==> src/rtl/accel_poll_pkg.sv <==
package accel_poll_pkg;

  localparam int FRAME_W = 24;

  localparam logic [7:0] CMD_WRITE = 8'h0A;
  localparam logic [7:0] CMD_READ  = 8'h0B;
  localparam logic [7:0] ADDR_SRST = 8'h1F;
  localparam logic [7:0] SRST_CODE = 8'h52;
  localparam logic [7:0] ADDR_PWR  = 8'h2D;
  localparam logic [7:0] PWR_MEAS  = 8'h02;
  localparam logic [7:0] ADDR_XDAT = 8'h08;
  localparam logic [7:0] ADDR_YDAT = 8'h09;
  localparam logic [7:0] ADDR_ZDAT = 8'h0A;

  typedef enum logic [1:0] {
    E_IDLE,
    E_SHIFT,
    E_GAP
  } eng_st_t;

  typedef enum logic [2:0] {
    S_SRST,
    S_WAIT,
    S_MEAS,
    S_RDX,
    S_RDY,
    S_RDZ
  } seq_st_t;

  function automatic logic [FRAME_W-1:0] wr_frame(input logic [7:0] addr, input logic [7:0] data);
    return {CMD_WRITE, addr, data};
  endfunction

  function automatic logic [FRAME_W-1:0] rd_frame(input logic [7:0] addr);
    return {CMD_READ, addr, 8'h00};
  endfunction

  // clocks in 1 ms, rounded up, never below one
  function automatic int wait_clks(input longint clk_hz);
    longint c;
    c = (clk_hz + 64'd999) / 64'd1000;
    return (c < 1) ? 1 : int'(c);
  endfunction

  function automatic seq_st_t seq_next(input seq_st_t s);
    case (s)
      S_SRST:  return S_WAIT;
      S_MEAS:  return S_RDX;
      S_RDX:   return S_RDY;
      S_RDY:   return S_RDZ;
      S_RDZ:   return S_RDX;
      default: return s;
    endcase
  endfunction

endpackage

==> src/rtl/accel_spi_engine.sv <==
module accel_spi_engine
  import accel_poll_pkg::*;
#(
  parameter int DIV_N      = 4,
  parameter int FRAME_BITS = 24
) (
  input  logic                  clk,
  input  logic                  rst_n,
  input  logic                  start,
  input  logic [FRAME_BITS-1:0] frame,
  output logic                  idle,
  output logic                  done,
  output logic [7:0]            rx_byte,
  output logic                  sclk,
  output logic                  cs_n,
  output logic                  mosi,
  input  logic                  miso
);

  localparam int HCW      = (DIV_N > 1) ? $clog2(DIV_N) : 1;
  localparam int GAP_CLKS = 2 * DIV_N;
  localparam int GCW      = $clog2(GAP_CLKS + 1);
  localparam int BCW      = $clog2(FRAME_BITS);
  localparam logic [HCW-1:0] HC_LAST  = HCW'(DIV_N - 1);
  localparam logic [GCW-1:0] GC_LAST  = GCW'(GAP_CLKS - 1);
  localparam logic [BCW-1:0] BIT_LAST = BCW'(FRAME_BITS - 1);

  eng_st_t               st;
  logic [HCW-1:0]        hcnt;
  logic [GCW-1:0]        gcnt;
  logic [BCW-1:0]        bitn;
  logic [FRAME_BITS-1:0] sh;
  logic                  tick;

  assign tick = (hcnt == HC_LAST);
  assign idle = (st == E_IDLE);

  always_ff @(posedge clk or negedge rst_n) begin
    if (!rst_n) begin
      st      <= E_IDLE;
      hcnt    <= '0;
      gcnt    <= '0;
      bitn    <= '0;
      sh      <= '0;
      rx_byte <= '0;
      sclk    <= 1'b0;
      cs_n    <= 1'b1;
      mosi    <= 1'b0;
      done    <= 1'b0;
    end else begin
      done <= 1'b0;
      case (st)
        E_IDLE: begin
          if (start) begin
            sh   <= frame;
            mosi <= frame[FRAME_BITS-1];
            cs_n <= 1'b0;
            hcnt <= '0;
            bitn <= '0;
            st   <= E_SHIFT;
          end
        end
        E_SHIFT: begin
          if (tick) begin
            hcnt <= '0;
            sclk <= ~sclk;
            if (!sclk) begin
              rx_byte <= {rx_byte[6:0], miso};
            end else if (bitn == BIT_LAST) begin
              cs_n <= 1'b1;
              mosi <= 1'b0;
              gcnt <= '0;
              st   <= E_GAP;
            end else begin
              bitn <= bitn + 1'b1;
              sh   <= {sh[FRAME_BITS-2:0], 1'b0};
              mosi <= sh[FRAME_BITS-2];
            end
          end else begin
            hcnt <= hcnt + 1'b1;
          end
        end
        E_GAP: begin
          if (gcnt == GC_LAST) begin
            done <= 1'b1;
            st   <= E_IDLE;
          end else begin
            gcnt <= gcnt + 1'b1;
          end
        end
        default: st <= E_IDLE;
      endcase
    end
  end

endmodule

==> src/rtl/accel_seq.sv <==
module accel_seq
  import accel_poll_pkg::*;
#(
  parameter int WAIT_CLKS = 1000
) (
  input  logic               clk,
  input  logic               rst_n,
  input  logic               eng_idle,
  input  logic               eng_done,
  output logic               eng_start,
  output logic [FRAME_W-1:0] eng_frame,
  output logic               cap_x,
  output logic               cap_y,
  output logic               cap_z
);

  localparam int WCW = $clog2(WAIT_CLKS + 1);
  localparam logic [WCW-1:0] W_LAST = WCW'(WAIT_CLKS - 1);

  seq_st_t        st;
  logic           issued;
  logic [WCW-1:0] wcnt;
  logic           wants_frame;

  assign wants_frame = (st != S_WAIT);
  assign eng_start   = wants_frame && !issued && eng_idle;
  assign cap_x       = eng_done && (st == S_RDX);
  assign cap_y       = eng_done && (st == S_RDY);
  assign cap_z       = eng_done && (st == S_RDZ);

  always_comb begin
    case (st)
      S_SRST:  eng_frame = wr_frame(ADDR_SRST, SRST_CODE);
      S_MEAS:  eng_frame = wr_frame(ADDR_PWR, PWR_MEAS);
      S_RDX:   eng_frame = rd_frame(ADDR_XDAT);
      S_RDY:   eng_frame = rd_frame(ADDR_YDAT);
      S_RDZ:   eng_frame = rd_frame(ADDR_ZDAT);
      default: eng_frame = '0;
    endcase
  end

  always_ff @(posedge clk or negedge rst_n) begin
    if (!rst_n) begin
      st     <= S_SRST;
      issued <= 1'b0;
      wcnt   <= '0;
    end else begin
      if (eng_done) begin
        issued <= 1'b0;
        st     <= seq_next(st);
      end else if (eng_start) begin
        issued <= 1'b1;
      end
      if (st == S_WAIT) begin
        if (wcnt == W_LAST) begin
          wcnt <= '0;
          st   <= S_MEAS;
        end else begin
          wcnt <= wcnt + 1'b1;
        end
      end
    end
  end

endmodule

==> src/rtl/accel_sample_hold.sv <==
module accel_sample_hold (
  input  logic              clk,
  input  logic              rst_n,
  input  logic              cap_x,
  input  logic              cap_y,
  input  logic              cap_z,
  input  logic [7:0]        din,
  output logic signed [7:0] out_x,
  output logic signed [7:0] out_y,
  output logic signed [7:0] out_z,
  output logic              valid
);

  logic [7:0] shadow_x;
  logic [7:0] shadow_y;

  always_ff @(posedge clk or negedge rst_n) begin
    if (!rst_n) begin
      shadow_x <= '0;
      shadow_y <= '0;
      out_x    <= '0;
      out_y    <= '0;
      out_z    <= '0;
      valid    <= 1'b0;
    end else begin
      valid <= 1'b0;
      if (cap_x) shadow_x <= din;
      if (cap_y) shadow_y <= din;
      if (cap_z) begin
        out_x <= signed'(shadow_x);
        out_y <= signed'(shadow_y);
        out_z <= signed'(din);
        valid <= 1'b1;
      end
    end
  end

endmodule

==> src/rtl/accel_poller.sv <==
module accel_poller
  import accel_poll_pkg::*;
#(
  parameter longint CLK_HZ = 100_000_000,
  parameter int     DIV_N  = 4
) (
  input  logic              clk,
  input  logic              rst_n,
  output logic              spi_sclk,
  output logic              spi_cs_n,
  output logic              spi_mosi,
  input  logic              spi_miso,
  output logic signed [7:0] accel_x,
  output logic signed [7:0] accel_y,
  output logic signed [7:0] accel_z,
  output logic              sample_valid
);

  localparam int WAIT_CLKS = wait_clks(CLK_HZ);

  logic               eng_start;
  logic               eng_idle;
  logic               eng_done;
  logic [FRAME_W-1:0] eng_frame;
  logic [7:0]         eng_rx;
  logic               cap_x;
  logic               cap_y;
  logic               cap_z;

  accel_seq #(.WAIT_CLKS(WAIT_CLKS)) u_seq (
    .clk       (clk),
    .rst_n     (rst_n),
    .eng_idle  (eng_idle),
    .eng_done  (eng_done),
    .eng_start (eng_start),
    .eng_frame (eng_frame),
    .cap_x     (cap_x),
    .cap_y     (cap_y),
    .cap_z     (cap_z)
  );

  accel_spi_engine #(.DIV_N(DIV_N), .FRAME_BITS(FRAME_W)) u_eng (
    .clk     (clk),
    .rst_n   (rst_n),
    .start   (eng_start),
    .frame   (eng_frame),
    .idle    (eng_idle),
    .done    (eng_done),
    .rx_byte (eng_rx),
    .sclk    (spi_sclk),
    .cs_n    (spi_cs_n),
    .mosi    (spi_mosi),
    .miso    (spi_miso)
  );

  accel_sample_hold u_hold (
    .clk   (clk),
    .rst_n (rst_n),
    .cap_x (cap_x),
    .cap_y (cap_y),
    .cap_z (cap_z),
    .din   (eng_rx),
    .out_x (accel_x),
    .out_y (accel_y),
    .out_z (accel_z),
    .valid (sample_valid)
  );

endmodule

==> config.mk <==
export PLATFORM = sky130hd
export DESIGN_NAME = accel_poller
export DESIGN_NICKNAME = d
export VERILOG_FILES = /design/src/rtl/accel_poll_pkg.sv /design/src/rtl/accel_spi_engine.sv /design/src/rtl/accel_seq.sv /design/src/rtl/accel_sample_hold.sv /design/src/rtl/accel_poller.sv
export SDC_FILE = /design/constraint.sdc
export NUM_CORES = 1
export LEC_CHECK = 0
export CAP_MARGIN = 40
export CORE_ASPECT_RATIO = 1.75
export CORE_UTILIZATION = 58
export DETAILED_ROUTE_END_ITERATION = 8
export PLACE_DENSITY = 0.9
export SYNTH_ARGS = -nofsm -noshare
export SYNTH_HDL_FRONTEND = slang
export SYNTH_SLANG_ARGS = --single-unit
export TNS_END_PERCENT = 10
==> constraint.sdc <==
create_clock -name clk -period 2.2 [get_ports clk]
set_input_delay 0.44 -clock clk [delete_from_list [all_inputs] [get_ports clk]]
set_output_delay 0.44 -clock clk [all_outputs]
set_load 0.01 [all_outputs]
## Word level (Yosys, flattened, before mapping)

Index checks and enable logic that the tools add are counted.
W data, S select, Z words.

| word-level totals | value |
|---|---|
| logic and storage cells | 108 |
| bits in registers | 110 |
| output and inout port bits | 28 |

| operators by class | value |
|---|---|
| $add $sub $neg | 4 |
| equality and inequality tests | 19 |
| reductions and logical operators | 20 |
| bitwise logic cells | 1 |
| muxes and demuxes | 45 |

Operator list:

| kind | count |
|---|---|
| $pmux W20 S5 | 1 |
| $mux W23 | 4 |
| $pmux W23 S2 | 1 |
| $mux W5 | 4 |
| $reduce_and A5 Y1 | 4 |
| $add A17 B1 Y17 const B | 1 |
| $eq A17 B17 Y1 const B | 1 |
| $mux W17 | 1 |
| $mux W4 | 4 |
| $mux W2 | 7 |
| $mux W1 | 13 |
| $pmux W3 S4 | 1 |
| $pmux W5 S2 | 1 |
| $mux W3 | 3 |
| $ne A2 B1 Y1 const B | 4 |
| $pmux W4 S2 | 1 |
| $eq A3 B2 Y1 const B | 2 |
| $eq A3 B3 Y1 const B | 2 |
| $ne A2 B2 Y1 const B | 3 |
| $pmux W2 S3 | 1 |
| $reduce_bool A2 Y1 | 3 |
| $add A5 B1 Y5 const B | 1 |
| $eq A5 B5 Y1 const B | 1 |
| $logic_and A1 B1 Y1 | 5 |
| 17 further kinds | 20 |

## Longest topological paths before layout

| depth | value |
|---|---|
| depth in word-level cells | 6 |
| gate-level depth with buffers | 6 |
| depth with buffers taken out | 5 |

## Modules after synthesis

Synthesis repeated with hierarchy kept, for this count alone.

| unflattened totals | value |
|---|---|
| cell total of the unflattened synthesis | 405 |
| area total of the unflattened synthesis | 5290.1 um^2 |

Modules (own cells, without submodules):

| module | area each (um^2) | times used | cells each | sequential area each (um^2) |
|---|---|---|---|---|
| accel_spi_engine | 2396.0 | 1 | 179 | 1202.4 |
| accel_sample_hold | 1612.8 | 1 | 86 | 1026.0 |
| accel_seq | 1281.2 | 1 | 140 | 525.5 |

## Least setup slack after synthesis

OpenSTA, ideal clock, no wires.

| path | value |
|---|---|
| path type | register to register |
| from | register u_seq.wcnt[13] |
| to | register u_seq.wcnt[9] |
| required time | 2.069 ns |
| setup slack | 0.390 ns |
| cell stages (with the launch flop) | 5 |
| arrival | 1.679 ns |
| path through | dfrtp_1 -> or4b_1 -> or4_4 -> nor3_4 -> o21ai_0 |

| on the way | value |
|---|---|
| word-level cells in the longest chain between the ends | 2 |

RTL lines:

| element | RTL line | text |
|---|---|---|
| from (decl) | accel_seq.sv:22 | `logic [WCW-1:0] wcnt;` |
| from (signal assigned) | accel_seq.sv:59 | `wcnt <= wcnt + 1'b1;` |
| $eq A17 B17 Y1 | accel_seq.sv:55 | `if (wcnt == W_LAST) begin` |
| $mux W17 | accel_seq.sv:55 |  |

No other way between the ends.
A chain may end at the register's enable or synchronous reset.

## Worst setup path after layout

| path | value |
|---|---|
| from | register u_seq.wcnt[13] |
| to | register u_seq.wcnt[7] |

The elaborated chain is that of the path after synthesis.

==> metrics.md <==
| Metric | Value |
|---|---|
| Total power draw | 3.669 mW |
| Kind of critical path | reg2reg |
| Root buf cell | clkbuf_16 |
| Placed Cells | 563 |
| Crit path cell chain | or4b_1, or4_4, nor2_1, o211ai_1 |
| Post-synth top flop | dfrtp_1 |
| Die Span Y | 120.7 um |
| CTS Buf Count | 9 |
| CTS Hold Buffers Added | 0 |
| DRC | 0 |
| Routed len/inst | 18.17 um |
| Max FO, Critical Path | 5 |
| Worst-path clk slew | 0.08 ns |
| Status | finished, final reports clean |
| H-tree levels | 3 |
| Max-slew headroom | 0.6762 |
| CTS sink cnt | 109 |
| Critical path buffers and inverters | 0 |
| Fin crit period | 1.960 ns |
| Final Skew | 0.008114 ns |
| # diodes | 0 |
| Unique masters post-synth | 55 |
| RSZ-0062 raised after global routing | no |
| Antenna Nets Post-Route | 0 |
| DR pass1 iterations | 4 |
| # resized after CTS | 0 |
| IO buf count | 30 |
| Sequential fraction of the synthesis area | 0.5849 |
| Syn_area_per_cell | 10.41 sq um |
| Fin cells | 579 |
| Post-Synthesis Net Count | 455 |
| Vias in the first global route | 3731 |
| Most common cell after layout, fill and taps aside | nand2_1 |
| Setup TNS | 0 ns |
| Clk_lat worst skew | 0.35 ns |
| Worst-Margin Slew | 0.4857 ns |
| Synthesis Warnings | 0 |
| Post-Synthesis Cell Area | 4666 sq um |
| Crit-path max cell delay | 0.51 ns |
| Clock buffer depth | 2 |
| Hold Path Class | in2async |
| Fin area | 5430 sq um |
| Setup violations, final | 0 |
| Die extent in x | 69.80 um |
| Leak | 2.637 nW |
| Placed Instance Area | 5134 sq um |
| Core area | 7672 sq um |
| Ports | 31 |
| Final hold viol count | 0 |
| Total number of vias | 3451 |
| Starting Density | 0.6081 |
| Top cell type's share of synthesized area | 0.5792 |
| Final worst-path setup slack | 0.2405 ns |
| Synth area leader | dfrtp_1 |
| Commonest non-fill, non-tap cells in the layout | nand2_1 (129), dfrtp_1 (108), o21ai_0 (37), clkdlybuf4s50_1 (29), mux2_2 (26) |
| Gr ovfl total | 0 |
| Setup crit start kind | flip-flop |
| Placement Setup Slack | 0.2521 ns |
| WL final | 10520 um |
| EDFF count, synth | 0 |
| Layout Nets | 493 |
| Final-report max-slew violation count | 0 |
| Worst VDD drop | 0.0005914 V |
| Placer Congestion | 0.8712 |
| Share of layout cells above drive strength 1 | 0.1344 |
| Initial antenna violation count | 0 |
| Post-DP HPWL | 7067 um |
| Setup bufs post-CTS | 0 |
| Max-cap violation count | 0 |
| # fillers | 504 |
| CP arrival | 2.17 ns |
| Pwr per Cell Area | 675.6 nW/um^2 |
| Top achievable clock speed | 510.3 MHz |
| Cells after synthesis | 448 |
| Asr flop ratio synth | 1.000 |
| CTS tree | yes |
| Crit path max-delay family | simple AND/OR/NAND/NOR gates |
| Total GRT Usage | 0.2688 |
| Final Cycle Share | 0.8907 |
| Starting DRC count in detailed routing | 213 |
| Cell types occupying the most area after synthesis | dfrtp_1 (58%), nand2_1 (10%), mux2_2 (6.3%) |
| Finished Core Util | 0.7078 |
| Core Rows | 42 |
| Via-to-Cell Ratio | 5.960 |
| Synth Register Bits | 109 |
| Crit path required time | 2.41 ns |
| P&R area growth vs syn | 16.39% |
| Worst Setup End Kind | flip-flop |
| First-pass GRT wire length | 17550 um |
| Largest net degree at the start of global routing | 46 |
| DIE AREA | 8421 sq um |
| WHS | 0.01550 ns |
| CP max-delay cell | or4b_1 |
| Multi-input combinational cell area | 1848 sq um |
| Storage cell area | 2729 sq um |
==> synth_stat cells (all sizes together), types with 2 or more instances <==
master,number
nor3,9
nor3b,3
a22oi,2
inv,5
a21o,2
nor2,16
a211oi,2
nand4,6
mux2,26
nand2b,2
or4,5
or3,3
and3,5
o31ai,2
a2bb2oi,3
xor2,5
buf,7
nand3,9
a21oi,9
a221o,3
nand3b,2
nand4b,2
nor2b,2
ha,4
o21ai,38
and4b,2
nand2,129
clkbuf,10
xnor2,7
dfrtp,108
a22o,4
==> registers in the layout, summed over array words and instances, names as in the netlist <==
register         cells
u_eng.done           1
u_seq.issued         1
u_eng.sh            22
u_hold.shadow_y      8
u_hold.out_z         8
u_seq.wcnt          17
u_hold.out_x         8
u_eng.hcnt           2
u_hold.shadow_x      8
u_eng.mosi           1
u_seq.st             3
u_hold.out_y         8
u_eng.sclk           1
u_eng.st             2
u_eng.bitn           5
u_eng.rx_byte        8
u_eng.gcnt           4
u_hold.valid         1
u_eng.cs_n           1
==> routing by layer <==
layer / track usage / vias up / share of wire
met5: 0 / - / 0
li1: - / 1628 / -
met3: 0.05250 / 32 / 0.036
met2: 0.4910 / 89 / 0.57
met1: 0.2827 / 1702 / 0.36
met4: 0.1525 / 0 / 0.031
==> cell type report <==
class | count | share of cell area
clock buffer | 9 | 0.04147
clock inverter | 7 | 0.01313
inverter | 5 | 0.003456
multi-input combinational | 317 | 0.3403
sequential | 109 | 0.5025
tap | 88 | 0.02028
timing repair buffer | 44 | 0.07880
==> power breakdown <==
part	leakage, nW	internal [mW]	total [mW]	switching [mW]
Sequential	1.44	2.01	2.02	0.00811
Combinational	1.05	0.0130	0.0536	0.0406
Clock	0.148	0.811	1.60	0.789
Total	2.64	2.83	3.67	0.838
==> kinds of logic after synthesis <==
logic type | after synthesis | synth area share
mux | 27 | 0.06490
fa+ha+maj | 4 | 0.01073
compound gates | 71 | 0.09413
xor+xnor | 12 | 0.02253
simple gates | 203 | 0.2038
flops | 109 | 0.5849
buf+inv | 22 | 0.01904
==> worst paths after layout <==
kind	to	from	slack, ns	cells past startpoint
worst max-delay path	u_seq.wcnt[7]	u_seq.wcnt[13]	0.24	4
worst min-delay path	u_hold.shadow_y[3]	rst_n	0.02	1
worst max register to register	u_seq.wcnt[7]	u_seq.wcnt[13]	0.24	4
worst min register to register	u_hold.out_x[6]	u_hold.shadow_x[6]	0.47	2
max in group asynchronous	u_eng.cs_n	rst_n	1.54	2
min in group clk	u_hold.out_x[6]	u_hold.shadow_x[6]	0.47	2
No activity file was read; power rests on OpenSTA's default activity.
